**src/rtl/shx_pkg.sv**
```systemverilog
package shx_pkg;

   typedef enum logic [2:0] {
      SH_SLL   = 3'd0,
      SH_SRL   = 3'd1,
      SH_SLA   = 3'd2,
      SH_SRA   = 3'd3,
      SH_ROTL  = 3'd4,
      SH_ROTR  = 3'd5,
      SH_ROTLC = 3'd6,
      SH_ROTRC = 3'd7
   } shift_mode_e;

   typedef enum logic {
      ALU_PASS_A = 1'b0,
      ALU_ADD    = 1'b1
   } alu_op_e;

endpackage

```
**src/rtl/shx_barrel.sv**
```systemverilog
module shx_barrel
   import shx_pkg::*;
#(
   parameter int WIDTH  = 16,
   parameter int DIST_W = 4
) (
   input  logic [WIDTH-1:0]  data_i,
   input  logic [DIST_W-1:0] dist_i,
   input  shift_mode_e       mode_i,
   input  logic              carry_i,
   output logic [WIDTH-1:0]  data_o,
   output logic              carry_o
);

   localparam int STAGES = DIST_W;
   localparam int RING_W = WIDTH + 1;

   generate
      if (WIDTH < 2) begin : g_bad_width
         $error("shx_barrel: WIDTH must be at least 2");
      end
      if ((1 << DIST_W) > WIDTH) begin : g_bad_dist
         $error("shx_barrel: largest distance must not exceed WIDTH-1");
      end
   endgenerate

   logic [WIDTH-1:0] st_d [0:STAGES];
   logic             st_c [0:STAGES];

   assign st_d[0] = data_i;
   assign st_c[0] = carry_i;

   generate
      for (genvar k = 0; k < STAGES; k++) begin : g_stage
         localparam int AMT = 1 << k;
         logic [WIDTH-1:0]    din;
         logic                cin;
         logic [2*WIDTH-1:0]  dbl;
         logic [2*RING_W-1:0] ring2;
         logic [RING_W-1:0]   ring;
         logic [WIDTH-1:0]    dnext;
         logic                cnext;

         assign din = st_d[k];
         assign cin = st_c[k];

         always_comb begin
            dbl   = '0;
            ring2 = '0;
            ring  = '0;
            dnext = din;
            cnext = cin;
            unique case (mode_i)
               SH_SLL, SH_SLA: begin
                  dnext = din << AMT;
                  cnext = din[WIDTH-AMT];
               end
               SH_SRL: begin
                  dnext = din >> AMT;
                  cnext = din[AMT-1];
               end
               SH_SRA: begin
                  dnext = $signed(din) >>> AMT;
                  cnext = din[AMT-1];
               end
               SH_ROTL: begin
                  dbl   = {din, din} << AMT;
                  dnext = dbl[2*WIDTH-1:WIDTH];
                  cnext = dnext[0];
               end
               SH_ROTR: begin
                  dbl   = {din, din} >> AMT;
                  dnext = dbl[WIDTH-1:0];
                  cnext = dnext[WIDTH-1];
               end
               SH_ROTLC: begin
                  ring2 = {cin, din, cin, din} << AMT;
                  ring  = ring2[2*RING_W-1:RING_W];
                  dnext = ring[WIDTH-1:0];
                  cnext = ring[WIDTH];
               end
               SH_ROTRC: begin
                  ring2 = {cin, din, cin, din} >> AMT;
                  ring  = ring2[RING_W-1:0];
                  dnext = ring[WIDTH-1:0];
                  cnext = ring[WIDTH];
               end
               default: begin
                  dnext = din;
                  cnext = cin;
               end
            endcase
         end

         assign st_d[k+1] = dist_i[k] ? dnext : din;
         assign st_c[k+1] = dist_i[k] ? cnext : cin;
      end
   endgenerate

   assign data_o  = st_d[STAGES];
   assign carry_o = st_c[STAGES];

endmodule

```
**src/rtl/shx_alu.sv**
```systemverilog
module shx_alu
   import shx_pkg::*;
#(
   parameter int WIDTH = 16
) (
   input  logic [WIDTH-1:0] a_i,
   input  logic [WIDTH-1:0] b_i,
   input  logic             carry_i,
   input  alu_op_e          op_i,
   output logic [WIDTH-1:0] res_o,
   output logic             carry_o
);

   logic [WIDTH:0] sum;

   assign sum = {1'b0, a_i} + {1'b0, b_i} + {{WIDTH{1'b0}}, carry_i};

   always_comb begin
      unique case (op_i)
         ALU_ADD: begin
            res_o   = sum[WIDTH-1:0];
            carry_o = sum[WIDTH];
         end
         default: begin
            res_o   = a_i;
            carry_o = 1'b0;
         end
      endcase
   end

endmodule

```
**src/rtl/shx_flags.sv**
```systemverilog
module shx_flags
   import shx_pkg::*;
#(
   parameter int WIDTH = 16
) (
   input  logic             clk,
   input  logic             rst_n,
   input  logic [WIDTH-1:0] res_i,
   input  logic             alu_carry_i,
   input  logic             shift_carry_i,
   input  alu_op_e          op_i,
   input  logic             sel_latched_i,
   output logic             flag_c_o,
   output logic             flag_n_o,
   output logic             flag_z_o
);

   logic take_shift_c;
   logic c_next;
   logic z_next;

   assign take_shift_c = (op_i == ALU_PASS_A) && !sel_latched_i;
   assign c_next       = take_shift_c ? shift_carry_i : alu_carry_i;
   assign z_next       = ~|res_i;

   always_ff @(posedge clk or negedge rst_n) begin
      if (!rst_n) begin
         flag_c_o <= 1'b0;
         flag_n_o <= 1'b0;
         flag_z_o <= 1'b0;
      end else begin
         flag_c_o <= c_next;
         flag_n_o <= res_i[WIDTH-1];
         flag_z_o <= z_next;
      end
   end

   a_r9_c_from_shifter: assert property (@(posedge clk) disable iff (!rst_n)
      (op_i == ALU_PASS_A && !sel_latched_i) |=> (flag_c_o == $past(shift_carry_i)));

   a_r9_c_from_alu: assert property (@(posedge clk) disable iff (!rst_n)
      (op_i == ALU_ADD || sel_latched_i) |=> (flag_c_o == $past(alu_carry_i)));

   a_r10_zero_flag: assert property (@(posedge clk) disable iff (!rst_n)
      1'b1 |=> (flag_z_o == ($past(res_i) == '0)));

   a_r10_neg_flag: assert property (@(posedge clk) disable iff (!rst_n)
      1'b1 |=> (flag_n_o == $past(res_i[WIDTH-1])));

endmodule

```
**src/rtl/shx_operand_unit.sv**
```systemverilog
module shx_operand_unit
   import shx_pkg::*;
#(
   parameter int WIDTH  = 16,
   parameter int DIST_W = 4
) (
   input  logic              clk,
   input  logic              rst_n,
   input  logic [WIDTH-1:0]  a_bus,
   input  logic              a_load,
   input  logic [WIDTH-1:0]  b_operand,
   input  logic              sel_latched,
   input  logic [2:0]        shift_mode,
   input  logic [DIST_W-1:0] shift_dist,
   input  logic              carry_in,
   input  logic              alu_op,
   output logic [WIDTH-1:0]  alu_result,
   output logic              flag_c,
   output logic              flag_n,
   output logic              flag_z
);

   logic [WIDTH-1:0] a_q;
   logic [WIDTH-1:0] sh_data;
   logic             sh_carry;
   logic [WIDTH-1:0] alu_a;
   logic             alu_carry;
   shift_mode_e      mode;
   alu_op_e          op;

   assign mode = shift_mode_e'(shift_mode);
   assign op   = alu_op_e'(alu_op);

   always_ff @(posedge clk or negedge rst_n) begin
      if (!rst_n)      a_q <= '0;
      else if (a_load) a_q <= a_bus;
   end

   shx_barrel #(.WIDTH(WIDTH), .DIST_W(DIST_W)) u_barrel (
      .data_i  (a_q),
      .dist_i  (shift_dist),
      .mode_i  (mode),
      .carry_i (carry_in),
      .data_o  (sh_data),
      .carry_o (sh_carry)
   );

   assign alu_a = sel_latched ? a_q : sh_data;

   shx_alu #(.WIDTH(WIDTH)) u_alu (
      .a_i     (alu_a),
      .b_i     (b_operand),
      .carry_i (carry_in),
      .op_i    (op),
      .res_o   (alu_result),
      .carry_o (alu_carry)
   );

   shx_flags #(.WIDTH(WIDTH)) u_flags (
      .clk           (clk),
      .rst_n         (rst_n),
      .res_i         (alu_result),
      .alu_carry_i   (alu_carry),
      .shift_carry_i (sh_carry),
      .op_i          (op),
      .sel_latched_i (sel_latched),
      .flag_c_o      (flag_c),
      .flag_n_o      (flag_n),
      .flag_z_o      (flag_z)
   );

   a_r1_latch_holds: assert property (@(posedge clk) disable iff (!rst_n)
      !a_load |=> $stable(a_q));

   a_r2_latched_path: assert property (@(posedge clk) disable iff (!rst_n)
      (sel_latched && op == ALU_PASS_A) |-> (alu_result == a_q));

   a_r7_zero_distance: assert property (@(posedge clk) disable iff (!rst_n)
      (shift_dist == '0) |-> (sh_data == a_q && sh_carry == carry_in));

   a_r5_rotate_keeps_ones: assert property (@(posedge clk) disable iff (!rst_n)
      (mode == SH_ROTL || mode == SH_ROTR) |-> ($countones(sh_data) == $countones(a_q)));

   a_r6_ring_keeps_ones: assert property (@(posedge clk) disable iff (!rst_n)
      (mode == SH_ROTLC || mode == SH_ROTRC) |->
         ($countones({sh_carry, sh_data}) == $countones({carry_in, a_q})));

endmodule

```
**config.mk**
```make
export PLATFORM = sky130hd
export DESIGN_NAME = shx_operand_unit
export DESIGN_NICKNAME = d
export VERILOG_FILES = /design/src/rtl/shx_pkg.sv /design/src/rtl/shx_barrel.sv /design/src/rtl/shx_alu.sv /design/src/rtl/shx_flags.sv /design/src/rtl/shx_operand_unit.sv
export SDC_FILE = /design/constraint.sdc
export NUM_CORES = 1
export LEC_CHECK = 0
export CAP_MARGIN = 20
export CORE_MARGIN = 2
export CORE_UTILIZATION = 50
export DETAILED_ROUTE_END_ITERATION = 8
export PLACE_DENSITY = 0.85
export SYNTH_ARGS = -nofsm -noshare
export SYNTH_HDL_FRONTEND = slang
export SYNTH_SLANG_ARGS = --single-unit
```
**constraint.sdc**
```tcl
create_clock -name clk -period 7.3 [get_ports clk]
set_clock_uncertainty 0.1 [all_clocks]
set_input_delay 0.73 -clock clk [delete_from_list [all_inputs] [get_ports clk]]
set_output_delay 0.73 -clock clk [all_outputs]
set_load 0.005 [all_outputs]
```
== Word-level counts from Yosys, hierarchy flattened ==
Index checks and enable logic that the tools add are counted.
Widths: inputs -> output; s select.

* Add/sub/neg operators: 2
* $mul: 0
* Div/mod/pow operators: 0
* Order comparisons: 0
* Equal/unequal tests: 7
* Shifts and indexed selects: 0
* Muxes and demuxes: 20
* Bitwise logic cells: 1
* Reductions and logical operators: 9

{| class="wikitable"
|+ Operators by type and width
! cell !! number
|-
| $pmux 16 s7 || 3
|-
| $mux 16 || 6
|-
| $pmux 16 s6 || 1
|-
| $add 16x16->17 || 1
|-
| $add 17x1->17 || 1
|-
| $reduce_or 16->1 || 1
|-
| $eq 3x3->1 const B || 4
|-
| $pmux 1 s2 || 4
|-
| $reduce_or 4->1 || 2
|-
| $eq 3x2->1 const B || 2
|-
| $mux 1 || 6
|-
| $reduce_or 2->1 || 2
|-
| $eq 3x1->1 const B || 1
|-
| $logic_not 3->1 || 1
|-
| $logic_not 1->1 || 2
|-
| $logic_and 1x1->1 || 1
|-
| $not 1->1 || 1
|}

* Register bits: 19
* Latch bits: 0
* Bits in writable memories: 0
* Memory bits (read-only): 0
* Input bits: 45
* Output and inout port bits: 19
* Logic and storage cells: 43
* Memories kept: 0

== Depth between registers and ports, before layout ==
* Depth in word-level cells: 16
* Mapped depth: 21
* Depth with buffers taken out: 18

== Hierarchy ==
From an unflattened synthesis, not the netlist that was laid out.

* Cell total of the unflattened synthesis: 539
* Area total of the unflattened synthesis: 4336.7 µm²

{| class="wikitable"
|+ By module, submodules not included
! module !! times used !! cells each !! area each (µm²) !! sequential area each (µm²)
|-
| shx_barrel || 1 || 349 || 2328.5 || 0.0
|-
| shx_alu || 1 || 128 || 985.9 || 0.0
|-
| shx_operand_unit || 1 || 52 || 898.4 || 400.4
|-
| shx_flags || 1 || 10 || 123.9 || 75.1
|}

== Worst setup path after synthesis ==
Ideal clock, no wire load.

* Path type: input port to output port
* From: input shift_dist[0]
* To: output alu_result[14]
* Arrival time: 4730 ps
* Data required time: 6470 ps
* Slack: 1740 ps
* Stages: 20
* Buffers on the path: 2
* Path through: buf_6 buf_2 mux2i_1 nor2_1 a2111oi_0 a31oi_1 nand2_1 nand3_1 o21a_1 fa_1 fa_1 a211oi_1 o21ai_1 a41o_1 a31o_2 a21o_1 a21oi_1 xnor2_1 nand2_1 nand2_1

* Longest elaborated chain between the ends: 11
* Elaborated cells between the ends (all ways): 16
* Classes of those cells: 2 x add/sub; 14 x mux

{| class="wikitable"
|+ Ends and longest elaborated chain
! item !! RTL line !! RTL
|-
| start: declaration || shx_operand_unit.sv:14 || <nowiki>input logic [DIST_W-1:0] shift_dist,</nowiki>
|-
| $mux 16 or $mux 1 (tied branches) || shx_barrel.sv:95, shx_barrel.sv:96 ||
|-
| $pmux 16 s7 or $pmux 1 s2 (tied branches) || shx_barrel.sv:53 || <nowiki>unique case (mode_i)</nowiki>
|-
| $mux 16 or $mux 1 (tied branches) || shx_barrel.sv:95, shx_barrel.sv:96 ||
|-
| $pmux 16 s7 or $pmux 1 s2 (tied branches) || shx_barrel.sv:53 ||
|-
| $mux 16 or $mux 1 (tied branches) || shx_barrel.sv:95, shx_barrel.sv:96 ||
|-
| $pmux 16 s6 || shx_barrel.sv:53 ||
|-
| $mux 16 (*) || shx_barrel.sv:95 || <nowiki>assign st_d[k+1] = dist_i[k] ? dnext : din;</nowiki>
|-
| $mux 16 (*) || shx_operand_unit.sv:48 || <nowiki>assign alu_a = sel_latched ? a_q : sh_data;</nowiki>
|-
| $add 16x16->17 || shx_alu.sv:16 || <nowiki>assign sum = {1'b0, a_i} + {1'b0, b_i} + {{WIDTH{1'b0}}, carry_i};</nowiki>
|-
| $add 17x1->17 || shx_alu.sv:16 ||
|-
| $mux 16 (*) || shx_alu.sv:19 || <nowiki>unique case (op_i)</nowiki>
|-
| end: declaration || shx_operand_unit.sv:17 || <nowiki>output logic [WIDTH-1:0] alu_result,</nowiki>
|}

Every way passes the cells marked *; elsewhere a longest branch is shown, timed or not.

== Final worst setup path ==
* From: input shift_mode[2]
* To: output alu_result[14]

* Longest elaborated chain between the ends: 14
* Elaborated cells between the ends (all ways): 30
* Classes of those cells: 2 x add/sub; 7 x eq/ne; 16 x mux; 5 x reduce/logical

{| class="wikitable"
|+ Ends and longest elaborated chain
! item !! RTL line !! RTL
|-
| start: declaration || shx_operand_unit.sv:13 || <nowiki>input logic [2:0] shift_mode,</nowiki>
|-
| $eq 3x2->1 (tied with other cells) || shx_barrel.sv:53 ||
|-
| $reduce_or 2->1 or $reduce_or 4->1 (tied branches) || - ||
|-
| $pmux 16 s7 or $pmux 1 s2 (tied branches) || shx_barrel.sv:53 ||
|-
| $mux 16 or $mux 1 (tied branches) || shx_barrel.sv:95, shx_barrel.sv:96 ||
|-
| $pmux 16 s7 or $pmux 1 s2 (tied branches) || shx_barrel.sv:53 ||
|-
| $mux 16 or $mux 1 (tied branches) || shx_barrel.sv:95, shx_barrel.sv:96 ||
|-
| $pmux 16 s7 or $pmux 1 s2 (tied branches) || shx_barrel.sv:53 ||
|-
| $mux 16 or $mux 1 (tied branches) || shx_barrel.sv:95, shx_barrel.sv:96 ||
|-
| $pmux 16 s6 || shx_barrel.sv:53 ||
|-
| $mux 16 (*) || shx_barrel.sv:95 ||
|-
| $mux 16 (*) || shx_operand_unit.sv:48 ||
|-
| $add 16x16->17 || shx_alu.sv:16 ||
|-
| $add 17x1->17 || shx_alu.sv:16 ||
|-
| $mux 16 (*) || shx_alu.sv:19 ||
|}

Marks and branches as above.

==> results by group <==
Drt
  – Detailed Routing Iterations Pass 1: 6
  – Final WL: 17100 µm
  – Initial DRC count: 695
  – Routed vias/inst: 7.10
  – # DRC: 0
  – Total number of vias: 5053
  – Drt wl/cell: 24.1 µm
  – Remaining antenna violation count: 0

Critical path
  – R2r worst-path depth: 18
  – Beginning of the critical path: shift_mode[2]
  – RR Startpoint: a_q[11]
  – Nature of the critical path endpoint: output port
  – Kind of critical path: input pin to output port
  – CP bufs+invs: 2
  – Critical Path RT: 6.47 ns
  – Largest stage delay, worst path: 0.77 ns
  – Critical-path top delay cell: clkdlybuf4s50_1
  – Worst EP arrival: 6.13 ns
  – Critical Path Stages: 18
  – CP top delay family: compound AO/OA/AOI/OAI gates
  – Crit-path cells: clkdlybuf4s50_1 -> nand4b_2 -> o221ai_1 -> a211oi_1 -> o21ai_0 -> a32oi_1 -> a21oi_1 -> ha_1 -> a211oi_1 -> o21ai_1 -> a41o_1 -> a31o_2 -> a21o_1 -> a21oi_1 -> xnor2_1 -> nand2_1 -> nand2_1 -> clkdlybuf4s50_1
  – Type of origin of the critical path: input pin
  – Crit path max fanout: 13

Logic synthesis
  – #FFs+latches synth: 19
  – Synth warnings: 0
  – Post-synth EDFFs: 0
  – Yosys top cell by area: dfrtp_1
  – Async SR Flop Fraction: 1.00
  – Top-area cell type share of the netlist area: 0.115
  – Post-Syn Area: 4120 µm²
  – Yosys cell types: 76
  – Post-synth top flop: dfrtp_1
  – Post-synthesis cell count: 564
  – Seq/Total Area, Yosys: 0.115
  – Syn Area/Cell: 7.31 µm²
  – Syn Nets: 626
  – Synth top area cells: dfrtp_1 (12%), mux2i_1 (11%), nor2_1 (5.5%), o21ai_0 (4.9%), a211oi_1 (4.7%)

Timing
  – Post-route clock period utilization: 0.954
  – Max-slew headroom: 0.430
  – Peak Freq: 144 MHz
  – Pins Over Slew Limit: 0
  – Worst setup margin: 0.336 ns
  – Worst slew pin tran: 0.852 ns
  – Final Hold Viols: 0
  – Total negative slack: 0 ns
  – RSZ-0062 raised after global routing: false
  – Final setup viols: 0
  – Fin crit period: 6.96 ns

Place
  – Dpl ws: 0.442 ns
  – DP Wirelength: 13600 µm
  – I/O Buffers: 63
  – Post-DP Area: 4800 µm²
  – Gpl congestion: 1.03

Floorplanning
  – Die height: 94.8 µm
  – Die ar.: 8990 µm²
  – Core Box Area: 8090 µm²
  – # IOs: 64
  – Initial core utilization: 0.509
  – # rows: 33
  – Die width: 94.8 µm

Run
  – Max Cap Viol: 0

Final layout
  – Most frequent cells in the layout: clkdlybuf4s50_1 (61), nor2_1 (60), nand2_1 (45), mux2i_1 (45), o21ai_0 (40)
  – Number of nets in the layout: 670
  – Final instance area: 4850 µm²
  – Commonest non-fill, non-tap cell in the layout: clkdlybuf4s50_1
  – Share of layout cells above drive strength 1: 0.109
  – Synthesis-to-finish area growth: 17.6%
  – Diode count: 0

Power
  – Leakage: 1.96 nW
  – Pwr/cell area: 140 nW/µm²
  – Worst IR drop on VDD: 0.000152 V

Clock network
  – Clock buffer count from CTS: 3
  – Insertion delay to the later sink of the worst-skew pair: 0.24 ns
  – Setup bufs post-CTS: 0
  – Root buf cell: clkbuf_8
  – CTS clock-pin slew for the worst setup and hold paths: 0.06 ns
  – Hold-fix buffers, CTS: 0
  – Num Clock Sinks: 19
  – Resized Gates After CTS: 0
  – Buffer depth of the longest clock path: 2
  – Clock tree from TritonCTS: yes
  – H-tree depth: 1

Global routing
  – Total GRT Usage: 0.384
  – GR Layer Usage met2: 0.608
  – First-pass GRT wire length: 26300 µm
  – GR Util met3: 0.0742
  – Most used routing layer: met2
  – Initial antenna violation count: 0
  – Vias in the first global route: 4778
  – GR Util met1: 0.514
  – Largest net degree at the start of global routing: 33
  – Gr ovfl total: 0

Outcome
  – Status: complete, no violations

Hold path
  – HP Start: a_q[13]
  – Hold Crit Class: register to register
  – Hold Path Depth: 2
-- registers in the layout, summed over array words and instances (netlist names) --
| register | flops |
|---|---|
| a_q | 16 |
| u_flags.flag_c_o | 1 |
| u_flags.flag_n_o | 1 |
| u_flags.flag_z_o | 1 |
-- logic make-up after synthesis --
kind of cell	share of synthesized area
AOI/OAI and AO/OA	0.358
xor gates and xnor gates	0.0276
adders and majority gates	0.0552
buffers and inverters	0.0756
DFF	0.115
muxes	0.164
and+or+nand+nor	0.205
-- layer usage --
layer,share of wire,vias to the layer above,routed length (µm)
met2,0.45,356,7710
met3,0.11,74,1890
met1,0.40,2386,6850
met4,0.040,0,692
li1,-,2237,-
met5,0,-,0
-- Yosys cell counts (3+ instances only) --
cell,instances
nor2b_1,4
o21a_1,4
a21oi_1,34
nand3_1,15
a2111oi_0,6
xnor2_1,6
buf_2,9
o21bai_1,3
o31ai_1,14
dfrtp_1,19
nor2_1,60
o21ai_0,40
buf_6,5
a21o_1,9
a32oi_1,4
nand4_1,3
clkbuf_1,28
o221ai_1,3
buf_4,4
inv_1,13
and2_1,4
ha_1,15
or2_2,3
o32ai_1,3
a31oi_1,12
a311oi_1,4
o211ai_1,9
nand2_1,45
nor3_1,13
nand2b_1,10
a221oi_1,3
a211oi_1,26
mux2_2,12
xor2_1,7
o22ai_1,15
mux2i_1,45
-- worst reg2reg max path, stage by stage (launching register included) --
cell	delay [ns]
dfrtp_1	0.56
mux2i_1	0.29
nor2_1	0.07
a2111oi_0	0.67
a31oi_1	0.21
nand2_1	0.14
nand3_1	0.07
o21a_1	0.18
fa_1	0.41
fa_1	0.46
a211oi_1	0.33
o21ai_1	0.18
a41o_1	0.30
a31o_2	0.27
a21o_1	0.17
a21oi_1	0.21
xnor2_1	0.12
o32a_1	0.36
nor4_2	0.30
-- per-stage QoR --
stage          cells   util  power [mW]  hold slack (ns)
6_report         712  0.599       0.680            0.700
5_1_grt          712  0.599       0.721            0.723
4_1_cts          712  0.599       0.669            0.687
3_5_place_dp     708  0.594       0.596            0.674
3_3_place_gp     708  0.594       0.589            0.662
2_1_floorplan    564      -       0.428            0.334
-- area by class of cell --
| type | instances | area [µm²] |
|---|---|---|
| Multi-Input combinational cell | 482 | 3340 |
| Fill cell | 790 | 3240 |
| Timing Repair Buffer | 88 | 808 |
| Sequential cell | 19 | 475 |
| Tap cell | 105 | 131 |
| Inverter | 14 | 52.6 |
| Clock buffer | 4 | 45.0 |
-- power by group --
| part | internal [mW] | total (mW) | switching, mW | leakage (nW) |
|---|---|---|---|---|
| combinational | 0.207 | 0.462 | 0.255 | 1.71 |
| sequential | 0.115 | 0.150 | 0.0342 | 0.227 |
| clock | 0.0386 | 0.0683 | 0.0296 | 0.0228 |
-- final timing paths --
| check | end | slack [ns] |
|---|---|---|
| min | a_q[13] | 0.70 |
| min reg2reg | a_q[13] | 0.70 |
| min in group asynchronous | a_q[5] | 0.86 |
| max reg2reg | u_flags.flag_z_o | 1.78 |
| max in group asynchronous | a_q[4] | 5.73 |
| max | alu_result[14] | 0.34 |
(Power assumes the default switching activity.)
